`config.mk`:
```
export PLATFORM = sky130hd
export DESIGN_NAME = conv_regbank
export DESIGN_NICKNAME = d
export VERILOG_FILES = /design/src/rtl/conv_regbank_pkg.sv /design/src/rtl/conv_key_seq.sv /design/src/rtl/conv_port_cfg.sv /design/src/rtl/conv_rd_mux.sv /design/src/rtl/conv_regbank.sv
export SDC_FILE = /design/constraint.sdc
export NUM_CORES = 1
export LEC_CHECK = 0
export BUFFER_PORTS_ARGS = -buffer_cell sky130_fd_sc_hd__buf_2
export CAP_MARGIN = 20
export CORE_UTILIZATION = 50
export DETAILED_ROUTE_END_ITERATION = 8
export PLACE_DENSITY = 0.87
export SYNTH_ARGS = -nofsm -noshare
export SYNTH_HDL_FRONTEND = slang
export SYNTH_SLANG_ARGS = --single-unit
```
`constraint.sdc`:
```
create_clock -name clk -period 2.4 [get_ports clk]
set_clock_uncertainty 0.1 [all_clocks]
set_input_delay 0.48 -clock clk [delete_from_list [all_inputs] [get_ports clk]]
set_output_delay 0.48 -clock clk [all_outputs]
set_load 0.01 [all_outputs]
```
`src/rtl/conv_regbank_pkg.sv`:
```
package conv_regbank_pkg;

  localparam logic [15:0] OFS_GUARD  = 16'h000;
  localparam logic [15:0] OFS_ROUTE  = 16'h008;
  localparam logic [15:0] OFS_LINK   = 16'h014;
  localparam logic [15:0] OFS_CONV0  = 16'h100;
  localparam logic [15:0] OFS_RUN    = 16'h114;
  localparam logic [15:0] OFS_SWSPD  = 16'h304;
  localparam logic [15:0] OFS_SWDUP  = 16'h308;

  localparam logic [31:0] KEY_A      = 32'h0000_00A5;
  localparam logic [31:0] KEY_B      = 32'h0000_0001;
  localparam logic [31:0] KEY_C      = 32'h0000_FFFE;
  localparam logic [31:0] KEY_D      = 32'h0000_0001;
  localparam logic [31:0] RELOCK_VAL = 32'h0000_0000;

  localparam int SPD_LSB  = 0;
  localparam int MODE_LSB = 2;
  localparam int DUP_BIT  = 8;

  typedef enum logic [1:0] {
    WANT_A = 2'd0,
    WANT_B = 2'd1,
    WANT_C = 2'd2,
    WANT_D = 2'd3
  } key_step_e;

endpackage

```
`src/rtl/conv_key_seq.sv`:
```
module conv_key_seq
  import conv_regbank_pkg::*;
#(
  parameter int DATA_W = 32
) (
  input  logic              clk,
  input  logic              rst,
  input  logic              guard_wr,
  input  logic              other_wr,
  input  logic [DATA_W-1:0] wdata,
  output logic              unlocked
);

  key_step_e         step_q;
  logic [DATA_W-1:0] want;
  logic              is_relock;
  logic              is_first;
  logic              is_match;

  always_comb begin
    case (step_q)
      WANT_A:  want = DATA_W'(KEY_A);
      WANT_B:  want = DATA_W'(KEY_B);
      WANT_C:  want = DATA_W'(KEY_C);
      default: want = DATA_W'(KEY_D);
    endcase
  end

  assign is_relock = (wdata == DATA_W'(RELOCK_VAL));
  assign is_first  = (wdata == DATA_W'(KEY_A));
  assign is_match  = (wdata == want);

  always_ff @(posedge clk) begin
    if (rst) begin
      step_q   <= WANT_A;
      unlocked <= 1'b0;
    end else if (guard_wr) begin
      if (is_relock) begin
        unlocked <= 1'b0;
        step_q   <= WANT_A;
      end else if (!unlocked) begin
        if (is_match) begin
          if (step_q == WANT_D) begin
            unlocked <= 1'b1;
            step_q   <= WANT_A;
          end else begin
            step_q <= key_step_e'(step_q + 2'd1);
          end
        end else if (is_first) begin
          step_q <= WANT_B;
        end else begin
          step_q <= WANT_A;
        end
      end
    end else if (other_wr && !unlocked) begin
      step_q <= WANT_A;
    end
  end


  relock_chk: assert property (@(posedge clk) disable iff (rst)
    (guard_wr && wdata == DATA_W'(RELOCK_VAL)) |=> !unlocked);


  unlock_src_chk: assert property (@(posedge clk) disable iff (rst)
    $rose(unlocked) |-> $past(guard_wr && wdata == DATA_W'(KEY_D)));


  bad_key_chk: assert property (@(posedge clk) disable iff (rst)
    (!unlocked && guard_wr && wdata != DATA_W'(KEY_A) && wdata != DATA_W'(KEY_B)
     && wdata != DATA_W'(KEY_C)) |=> !unlocked);

endmodule

```
`src/rtl/conv_port_cfg.sv`:
```
module conv_port_cfg
  import conv_regbank_pkg::*;
#(
  parameter int NUM_PORTS = 5,
  parameter int ADDR_W    = 12,
  parameter int DATA_W    = 32
) (
  input  logic                   clk,
  input  logic                   rst,
  input  logic                   cfg_we,
  input  logic [ADDR_W-1:0]      addr,
  input  logic [DATA_W-1:0]      wdata,
  output logic [2*NUM_PORTS-1:0] speed,
  output logic [2*NUM_PORTS-1:0] mode,
  output logic [NUM_PORTS-1:0]   fulldup
);

  for (genvar p = 0; p < NUM_PORTS; p++) begin : g_port
    localparam logic [ADDR_W-1:0] MY_ADDR = ADDR_W'(OFS_CONV0 + 4 * p);
    logic [1:0] spd_q;
    logic [1:0] mode_q;
    logic       dup_q;

    always_ff @(posedge clk) begin
      if (rst) begin
        spd_q  <= '0;
        mode_q <= '0;
        dup_q  <= 1'b0;
      end else if (cfg_we && addr == MY_ADDR) begin
        spd_q  <= wdata[SPD_LSB +: 2];
        mode_q <= wdata[MODE_LSB +: 2];
        dup_q  <= wdata[DUP_BIT];
      end
    end

    assign speed[2*p +: 2] = spd_q;
    assign mode[2*p +: 2]  = mode_q;
    assign fulldup[p]      = dup_q;
  end

endmodule

```
`src/rtl/conv_rd_mux.sv`:
```
module conv_rd_mux
  import conv_regbank_pkg::*;
#(
  parameter int NUM_PORTS = 5,
  parameter int ADDR_W    = 12,
  parameter int DATA_W    = 32,
  parameter int MODE_W    = 5,
  parameter int LINK_W    = 12
) (
  input  logic                   clk,
  input  logic                   rst,
  input  logic                   rd_en,
  input  logic [ADDR_W-1:0]      addr,
  input  logic                   unlocked,
  input  logic [MODE_W-1:0]      route,
  input  logic [LINK_W-1:0]      link,
  input  logic [NUM_PORTS-1:0]   run,
  input  logic [NUM_PORTS-1:0]   swspd,
  input  logic [NUM_PORTS-1:0]   swdup,
  input  logic [2*NUM_PORTS-1:0] speed,
  input  logic [2*NUM_PORTS-1:0] mode,
  input  logic [NUM_PORTS-1:0]   fulldup,
  output logic [DATA_W-1:0]      rd_data
);

  logic [DATA_W-1:0] conv_word;
  logic              conv_hit;
  logic [DATA_W-1:0] word;
  logic              hit;

  always_comb begin
    conv_word = '0;
    conv_hit  = 1'b0;
    for (int p = 0; p < NUM_PORTS; p++) begin
      if (addr == ADDR_W'(OFS_CONV0 + 4 * p)) begin
        conv_hit                  = 1'b1;
        conv_word[SPD_LSB +: 2]   = speed[2*p +: 2];
        conv_word[MODE_LSB +: 2]  = mode[2*p +: 2];
        conv_word[DUP_BIT]        = fulldup[p];
      end
    end
  end

  always_comb begin
    word = '0;
    hit  = 1'b1;
    if (addr == ADDR_W'(OFS_GUARD))      word[0] = unlocked;
    else if (addr == ADDR_W'(OFS_ROUTE)) word[MODE_W-1:0] = route;
    else if (addr == ADDR_W'(OFS_LINK))  word[LINK_W-1:0] = link;
    else if (addr == ADDR_W'(OFS_RUN))   word[NUM_PORTS-1:0] = run;
    else if (addr == ADDR_W'(OFS_SWSPD)) word[NUM_PORTS-1:0] = swspd;
    else if (addr == ADDR_W'(OFS_SWDUP)) word[NUM_PORTS-1:0] = swdup;
    else if (conv_hit)                   word = conv_word;
    else                                 hit = 1'b0;
  end

  always_ff @(posedge clk) begin
    if (rst)        rd_data <= '0;
    else if (rd_en) rd_data <= word;
  end


  rdata_hold_chk: assert property (@(posedge clk) disable iff (rst)
    !rd_en |=> $stable(rd_data));


  rdata_hole_chk: assert property (@(posedge clk) disable iff (rst)
    (rd_en && !hit) |=> (rd_data == '0));

endmodule

```
`src/rtl/conv_regbank.sv`:
```
module conv_regbank
  import conv_regbank_pkg::*;
#(
  parameter int NUM_PORTS = 5,
  parameter int ADDR_W    = 12,
  parameter int DATA_W    = 32,
  parameter int MODE_W    = 5,
  parameter int LINK_W    = 12
) (
  input  logic                   clk,
  input  logic                   rst,
  input  logic [ADDR_W-1:0]      addr,
  input  logic                   wr_en,
  input  logic [DATA_W-1:0]      wr_data,
  input  logic                   rd_en,
  output logic [DATA_W-1:0]      rd_data,
  output logic [MODE_W-1:0]      route_mode,
  output logic [2*NUM_PORTS-1:0] conv_speed,
  output logic [2*NUM_PORTS-1:0] conv_mode,
  output logic [NUM_PORTS-1:0]   conv_fulldup,
  output logic [NUM_PORTS-1:0]   conv_run,
  output logic [LINK_W-1:0]      link_pol,
  output logic [NUM_PORTS-1:0]   sw_spd_ovr,
  output logic [NUM_PORTS-1:0]   sw_dup_ovr
);

  logic sel_guard;
  logic guard_wr;
  logic other_wr;
  logic cfg_we;
  logic unlocked;

  assign sel_guard = (addr == ADDR_W'(OFS_GUARD));
  assign guard_wr  = wr_en && sel_guard;
  assign other_wr  = wr_en && !sel_guard;
  assign cfg_we    = other_wr && unlocked;

  conv_key_seq #(.DATA_W(DATA_W)) u_key (
    .clk      (clk),
    .rst      (rst),
    .guard_wr (guard_wr),
    .other_wr (other_wr),
    .wdata    (wr_data),
    .unlocked (unlocked)
  );

  always_ff @(posedge clk) begin
    if (rst) begin
      route_mode <= '0;
      link_pol   <= '0;
      conv_run   <= '0;
      sw_spd_ovr <= '0;
      sw_dup_ovr <= '0;
    end else if (cfg_we) begin
      if (addr == ADDR_W'(OFS_ROUTE)) route_mode <= wr_data[MODE_W-1:0];
      if (addr == ADDR_W'(OFS_LINK))  link_pol   <= wr_data[LINK_W-1:0];
      if (addr == ADDR_W'(OFS_RUN))   conv_run   <= wr_data[NUM_PORTS-1:0];
      if (addr == ADDR_W'(OFS_SWSPD)) sw_spd_ovr <= wr_data[NUM_PORTS-1:0];
      if (addr == ADDR_W'(OFS_SWDUP)) sw_dup_ovr <= wr_data[NUM_PORTS-1:0];
    end
  end

  conv_port_cfg #(
    .NUM_PORTS (NUM_PORTS),
    .ADDR_W    (ADDR_W),
    .DATA_W    (DATA_W)
  ) u_ports (
    .clk     (clk),
    .rst     (rst),
    .cfg_we  (cfg_we),
    .addr    (addr),
    .wdata   (wr_data),
    .speed   (conv_speed),
    .mode    (conv_mode),
    .fulldup (conv_fulldup)
  );

  conv_rd_mux #(
    .NUM_PORTS (NUM_PORTS),
    .ADDR_W    (ADDR_W),
    .DATA_W    (DATA_W),
    .MODE_W    (MODE_W),
    .LINK_W    (LINK_W)
  ) u_rd (
    .clk      (clk),
    .rst      (rst),
    .rd_en    (rd_en),
    .addr     (addr),
    .unlocked (unlocked),
    .route    (route_mode),
    .link     (link_pol),
    .run      (conv_run),
    .swspd    (sw_spd_ovr),
    .swdup    (sw_dup_ovr),
    .speed    (conv_speed),
    .mode     (conv_mode),
    .fulldup  (conv_fulldup),
    .rd_data  (rd_data)
  );


  locked_hold_chk: assert property (@(posedge clk) disable iff (rst)
    !unlocked |=> ($stable(route_mode) && $stable(link_pol) && $stable(conv_run)
                   && $stable(sw_spd_ovr) && $stable(sw_dup_ovr)
                   && $stable(conv_speed) && $stable(conv_mode)
                   && $stable(conv_fulldup)));


  hole_write_chk: assert property (@(posedge clk) disable iff (rst)
    (wr_en && addr == ADDR_W'(12'h200)) |=> ($stable(route_mode) && $stable(conv_run)));

endmodule

```
Word-level counts from Yosys, hierarchy flattened
Cells that the tools add are included.
{"block": "op_classes", "div": 0, "multipliers": 0, "mux": 46, "add_sub_neg": 1, "shift": 0, "n_lt_le_gt_ge": 0, "n_eq_ne": 15, "reduce_logical": 21, "bitwise_logic": 0}
{"cell": "2-to-1 mux 32 bit", "count": 6}
{"cell": "2-to-1 mux 27 bit", "count": 4}
{"cell": "== test 12 x 9 -> 1 bit (second input constant)", "count": 6}
{"cell": "== test 32 x 16 -> 1 bit", "count": 1}
{"cell": "== test 32 x 8 -> 1 bit (second input constant)", "count": 1}
{"cell": "logical NOT 32 bit", "count": 1}
{"cell": "case mux 16 bit (2 select lines)", "count": 1}
{"cell": "2-to-1 mux 31 bit", "count": 1}
{"cell": "== test 12 x 10 -> 1 bit (second input constant)", "count": 2}
{"cell": "2-to-1 mux 20 bit", "count": 1}
{"cell": "2-to-1 mux 4 bit", "count": 5}
{"cell": "2-to-1 mux 5 bit", "count": 4}
{"cell": "2-to-1 mux 1 bit", "count": 16}
{"cell": "== test 12 x 4 -> 1 bit (second input constant)", "count": 1}
{"cell": "== test 12 x 5 -> 1 bit (second input constant)", "count": 1}
{"cell": "logical NOT 12 bit", "count": 1}
{"cell": "2-to-1 mux 12 bit", "count": 1}
{"cell": "2-to-1 mux 2 bit", "count": 6}
{"cell": "AND reduction 2 bit", "count": 6}
{"cell": "logical AND 1 bit", "count": 9}
{"cell": "2-to-1 mux 9 bit", "count": 1}
{"cell": "== test 2 bit (second input constant)", "count": 2}
{"cell": "!= test 3 bit (second input constant)", "count": 1}
{"cell": "adder 2 x 1 -> 2 bit (second input constant)", "count": 1}
{"cell": "other kinds (3)", "count": 4}
{"block": "totals", "ram_bits": 0, "reg_bits": 92, "mem_count": 0, "romBits": 0, "wordCells": 106, "input_bits": 48, "latchBits": 0, "out_inout_bits": 89}

Depth between registers and ports, before layout
{"block": "depth", "ltp_word": 19, "mapped_depth": 8, "ltp_nobuf": 7}

By module
A second synthesis with hierarchy kept.
{"block": "hier_totals", "cells_unflattened": 475, "area_unflattened_um2": 4381.7}
{"module": "conv_regbank", "n_inst": 1, "area_each_um2": 1435.1, "seq_area_each_um2": 640.6, "cells_per_inst": 139}
{"module": "conv_rd_mux", "n_inst": 1, "area_each_um2": 1426.4, "seq_area_each_um2": 240.2, "cells_per_inst": 185}
{"module": "conv_port_cfg", "n_inst": 1, "area_each_um2": 1071.0, "seq_area_each_um2": 500.5, "cells_per_inst": 101}
{"module": "conv_key_seq", "n_inst": 1, "area_each_um2": 449.2, "seq_area_each_um2": 60.1, "cells_per_inst": 50}

Worst setup path after synthesis
Ideal clock, no wire load.
{"block": "synth_path", "path_kind": "input to register", "start": "input addr[8]", "end": "register u_ports.g_port[3].dup_q", "path_stages": 7, "t_required_ps": 2172, "arrival_time_ps": 2020, "n_path_buf": 2, "setup_time_ps": 128, "path_slack_ps": 152, "cell_sequence": "buf_4 > nor4b_4 > nand4_4 > or4_1 > buf_2 > mux2i_1 > nor2_1"}
{"block": "synth_between", "elab_chain_cells": 5, "word_cells_on_any_way": 6, "classes_between": "1 x eq/ne; 5 x reduce/logical"}
{"item": "from (decl)", "line": "conv_regbank.sv:12", "source": "input logic [ADDR_W-1:0] addr,"}
{"item": "logical NOT 12 bit", "line": "conv_regbank.sv:33", "source": "assign sel_guard = (addr == ADDR_W'(OFS_GUARD));"}
{"item": "logical NOT 1 bit", "line": "conv_regbank.sv:35", "source": "assign other_wr = wr_en && !sel_guard;"}
{"item": "logical AND 1 bit", "line": "conv_regbank.sv:35"}
{"item": "logical AND 1 bit", "line": "conv_regbank.sv:36", "source": "assign cfg_we = other_wr && unlocked;"}
{"item": "logical AND 1 bit *", "line": "conv_port_cfg.sv:29", "source": "end else if (cfg_we && addr == MY_ADDR) begin"}
{"item": "to (signal assigned)", "line": "conv_port_cfg.sv:32", "source": "dup_q <= wdata[DUP_BIT];"}
{"item": "to (decl)", "line": "conv_port_cfg.sv:22", "source": "logic dup_q;"}
Mark *: on every way between the ends. The rest lies on a longest branch, timed or not.
A chain may end at the register's enable or synchronous reset.

Worst setup path after layout
{"block": "layout_path", "start": "input addr[7]", "end": "register u_rd.rd_data[0]"}
{"block": "layout_between", "elab_chain_cells": 19, "word_cells_on_any_way": 34, "classes_between": "10 x eq/ne; 23 x mux; 1 x reduce/logical"}
{"item": "== test 12 x 9 -> 1 bit", "line": "conv_rd_mux.sv:35", "source": "if (addr == ADDR_W'(OFS_CONV0 + 4 * p)) begin"}
{"item": "2-to-1 mux 4 bit / 2-to-1 mux 1 bit (equally long branches) (5 in series)", "line": "conv_rd_mux.sv:35"}
{"item": "2-to-1 mux 9 bit", "line": "conv_rd_mux.sv:53", "source": "else if (conv_hit) word = conv_word;"}
{"item": "2-to-1 mux 32 bit", "line": "conv_rd_mux.sv:52", "source": "else if (addr == ADDR_W'(OFS_SWDUP)) word[NUM_PORTS-1:0] = swdup;"}
{"item": "2-to-1 mux 32 bit", "line": "conv_rd_mux.sv:51", "source": "else if (addr == ADDR_W'(OFS_SWSPD)) word[NUM_PORTS-1:0] = swspd;"}
{"item": "2-to-1 mux 32 bit", "line": "conv_rd_mux.sv:50", "source": "else if (addr == ADDR_W'(OFS_RUN)) word[NUM_PORTS-1:0] = run;"}
{"item": "2-to-1 mux 32 bit", "line": "conv_rd_mux.sv:49", "source": "else if (addr == ADDR_W'(OFS_LINK)) word[LINK_W-1:0] = link;"}
{"item": "2-to-1 mux 32 bit", "line": "conv_rd_mux.sv:48", "source": "else if (addr == ADDR_W'(OFS_ROUTE)) word[MODE_W-1:0] = route;"}
{"item": "2-to-1 mux 32 bit", "line": "conv_rd_mux.sv:47", "source": "if (addr == ADDR_W'(OFS_GUARD)) word[0] = unlocked;"}
{"item": "2-to-1 mux 5 bit", "line": "conv_rd_mux.sv:52"}
{"item": "2-to-1 mux 5 bit", "line": "conv_rd_mux.sv:51"}
{"item": "2-to-1 mux 5 bit", "line": "conv_rd_mux.sv:50"}
{"item": "2-to-1 mux 12 bit", "line": "conv_rd_mux.sv:49"}
{"item": "2-to-1 mux 5 bit", "line": "conv_rd_mux.sv:48"}
{"item": "2-to-1 mux 1 bit *", "line": "conv_rd_mux.sv:47"}
{"item": "to (signal assigned)", "line": "conv_rd_mux.sv:59", "source": "else if (rd_en) rd_data <= word;"}
{"item": "to (decl)", "line": "conv_rd_mux.sv:23", "source": "output logic [DATA_W-1:0] rd_data"}
Mark *: on every way between the ends. The rest lies on a longest branch, timed or not. The select of a mux whose other input is x is not followed.

==> flow_summary.ini <==
[sta]
relSlewSlack_pct = 55.2
clock.fmax_mhz = 471
hold_viol = 0
slew_violations = 0
fin_crit_sh_pct = 88.5
setup-violations-final = 0
fin_setup_tns_ns = 0
rsz0062_at_grt = no
fin_crit_ns = 2.12
hold_slack_ns = 0.314
worstMarginPinSlew_ns = 0.671

[cts]
post_cts_resized = 0
cts_buffer_depth = 2
htreeDepth = 3
clk_pin_slew_ns = 0.08
clock-sinks = 72
cts_setup_buffers = 0
cts_buffers = 9
clkLatencyLatePin_ns = 0.35
holdBufCountCts = 0
cts_tree = built
cts_root_buf = clkbuf_8

[synth]
synth_flop_cell = dfxtp_1
synthCells = 454
syn_area_mm2 = 0.00378
ys_seq_elements = 72
synth_top_area_share_pct = 38.1
yosysSeqAreaShare_pct = 38.1
yosys_warnings = 0
synth_area_leaders = dfxtp_1, nand3_1, mux2i_1
yosysUniqueCellTypes = 55
yosys.area.top_type = dfxtp_1
synth.most_common_cell = dfxtp_1
async_flop_share_pct = 0
syn_avg_cell_area_um2 = 8.33
synth_commonest_cells = dfxtp_1, nand2_1, nand3_1
synth_edf_count = 0

[run]
drv_cap = 0

[floorplanning]
core_area_mm2 = 0.00729
die_area_mm2 = 0.00791
fp.dieH_um = 89.0
die_width_um = 89.0
io_pins = 137
start_util_pct = 51.9
rows = 31

[run_status]
status = completed

[global_routing]
grt_overflow = 0
grt_first_pass_wirelength_um = 17100
grt_pass1_vias = 3548
grt_max_degree = 69
grtUsageTotal_pct = 28.6
antenna_found_initial = 0

[detailed_routing]
first_iter_violations = 245
antenna_left = 0
drc = 0
routed-via-count = 3899
wl_per_cell_um = 16.5
firstDrtPassIters = 5
drt-vias-per-instance = 5.78
totalWireLength_um = 11100

[critical_path]
cp-end-kind = register
critical_path_class = primary input to register
required_ns = 2.53
crit_arrival_ns = 2.25
crit_fanout = 4
critPathLaunchType = primary input

[final_layout]
layout-drive-gt1-share_pct = 30.4
seqCellArea_mm2 = 0.00144
n_fill_cell = 627
final_nets = 621
antenna_cells = 0
multi_input_area_mm2 = 0.00208
synthToLayoutAreaGrowth_pct = 23.4

[power_and_ir_drop]
ir_drop_mv = 0.388
power.leakage_nw = 1.96
p_per_area_mw_per_mm2 = 515

[place]
hpwl_um = 8250
gp_congestion = 0.944
numPortBuffers = 116

[worst_hold_path]
hold_class = primary input to register
-- state kept, by name (all words and copies together), names as in the netlist --
register and cells:
link_pol 12, u_rd.rd_data 12, u_ports.g_port.mode_q 10, u_ports.g_port.spd_q 10, conv_run 5, route_mode 5
sw_dup_ovr 5, sw_spd_ovr 5, u_ports.g_port.dup_q 5, u_key.step_q 2, u_key.unlocked 1
-- where the power goes --
group          leakage [nW]  internal (mW)  switching [mW]
clock network         0.103          0.544           0.472
logic                  1.28         0.0650           0.127
registers             0.580           1.19       0.0000131
-- worst paths after layout --
| kind | to | depth (start not counted) | slack [ns] | start |
|---|---|---|---|---|
| setup / recovery | u_rd.rd_data[0] | 6 | 0.28 | addr[7] |
| hold / removal | link_pol[11] | 3 | 0.31 | wr_data[11] |
| setup reg to reg | u_key.step_q[0] | 5 | 0.52 | u_key.step_q[0] |
| hold reg to reg | u_rd.rd_data[9] | 2 | 0.37 | u_rd.rd_data[9] |
-- routing by layer --
layer	GRT usage [%]	vias to the layer above	wire length, µm
li1	-	1823	-
met1	35.9	1812	4560
met5	0	-	0
met3	7.29	27	1110
met2	47.6	237	5180
met4	10.2	0	245
-- placed cells by master, fill, tap and decap left out, drive strengths merged, types with 3 or more instances in the layout --
cell and instances:
buf 142, dfxtp 72, nand2 56, nand3 51
a21oi 46, nor2 28, mux2i 25, conb 20
nor4 12, clkbuf 11, o21ai 10, nand4 10
inv 9, and3 7, nand2b 7, nor2b 6
or4 5, nor4b 5, mux4 4, and4 3
a22o 3, nor3 3, ha 3, a31oi 3
-- layout make-up --
cell class                 count  area share [%]
inverter                       7           0.563
clock inverter                 5            1.34
multi-input combinational    338            44.7
timing repair buffer         142            16.6
tap                           99            2.66
clock buffer                  11            3.25
sequential                    72            30.9
-- worst max-delay path: stages --
cell and delay (ns):
buf_2 0.12, or4b_2 0.75, o211ai_1 0.21, a21boi_0 0.12, a2111oi_0 0.41, o21ai_0 0.14
-- cells by family (layout without fill, tap and decap cells) --
group,Yosys count,in the layout,synth area share [%]
and+or+nand+nor,201,201,28.8
xor gates and xnor gates,1,1,0.232
DFF,72,72,38.1
AOI/OAI and AO/OA,82,82,13.1
other,1,20,0.0992
muxes,31,31,9.60
adders and majority gates,3,3,0.993
buffers and inverters,63,165,9.07
-- metrics by stage --
stage	util [%]	total power [mW]	cells	instance area (µm²)	setup slack, ns
after floorplan	-	1.33	473	3850	0.152
after global placement	61.0	1.40	658	4450	0.0799
after global routing	64.0	2.48	674	4660	0.248
after CTS	64.0	2.41	674	4660	0.326
after detailed placement	61.0	1.41	658	4450	0.0149
final	64.0	2.40	674	4660	0.277
No activity file was read; power rests on OpenSTA's default activity.
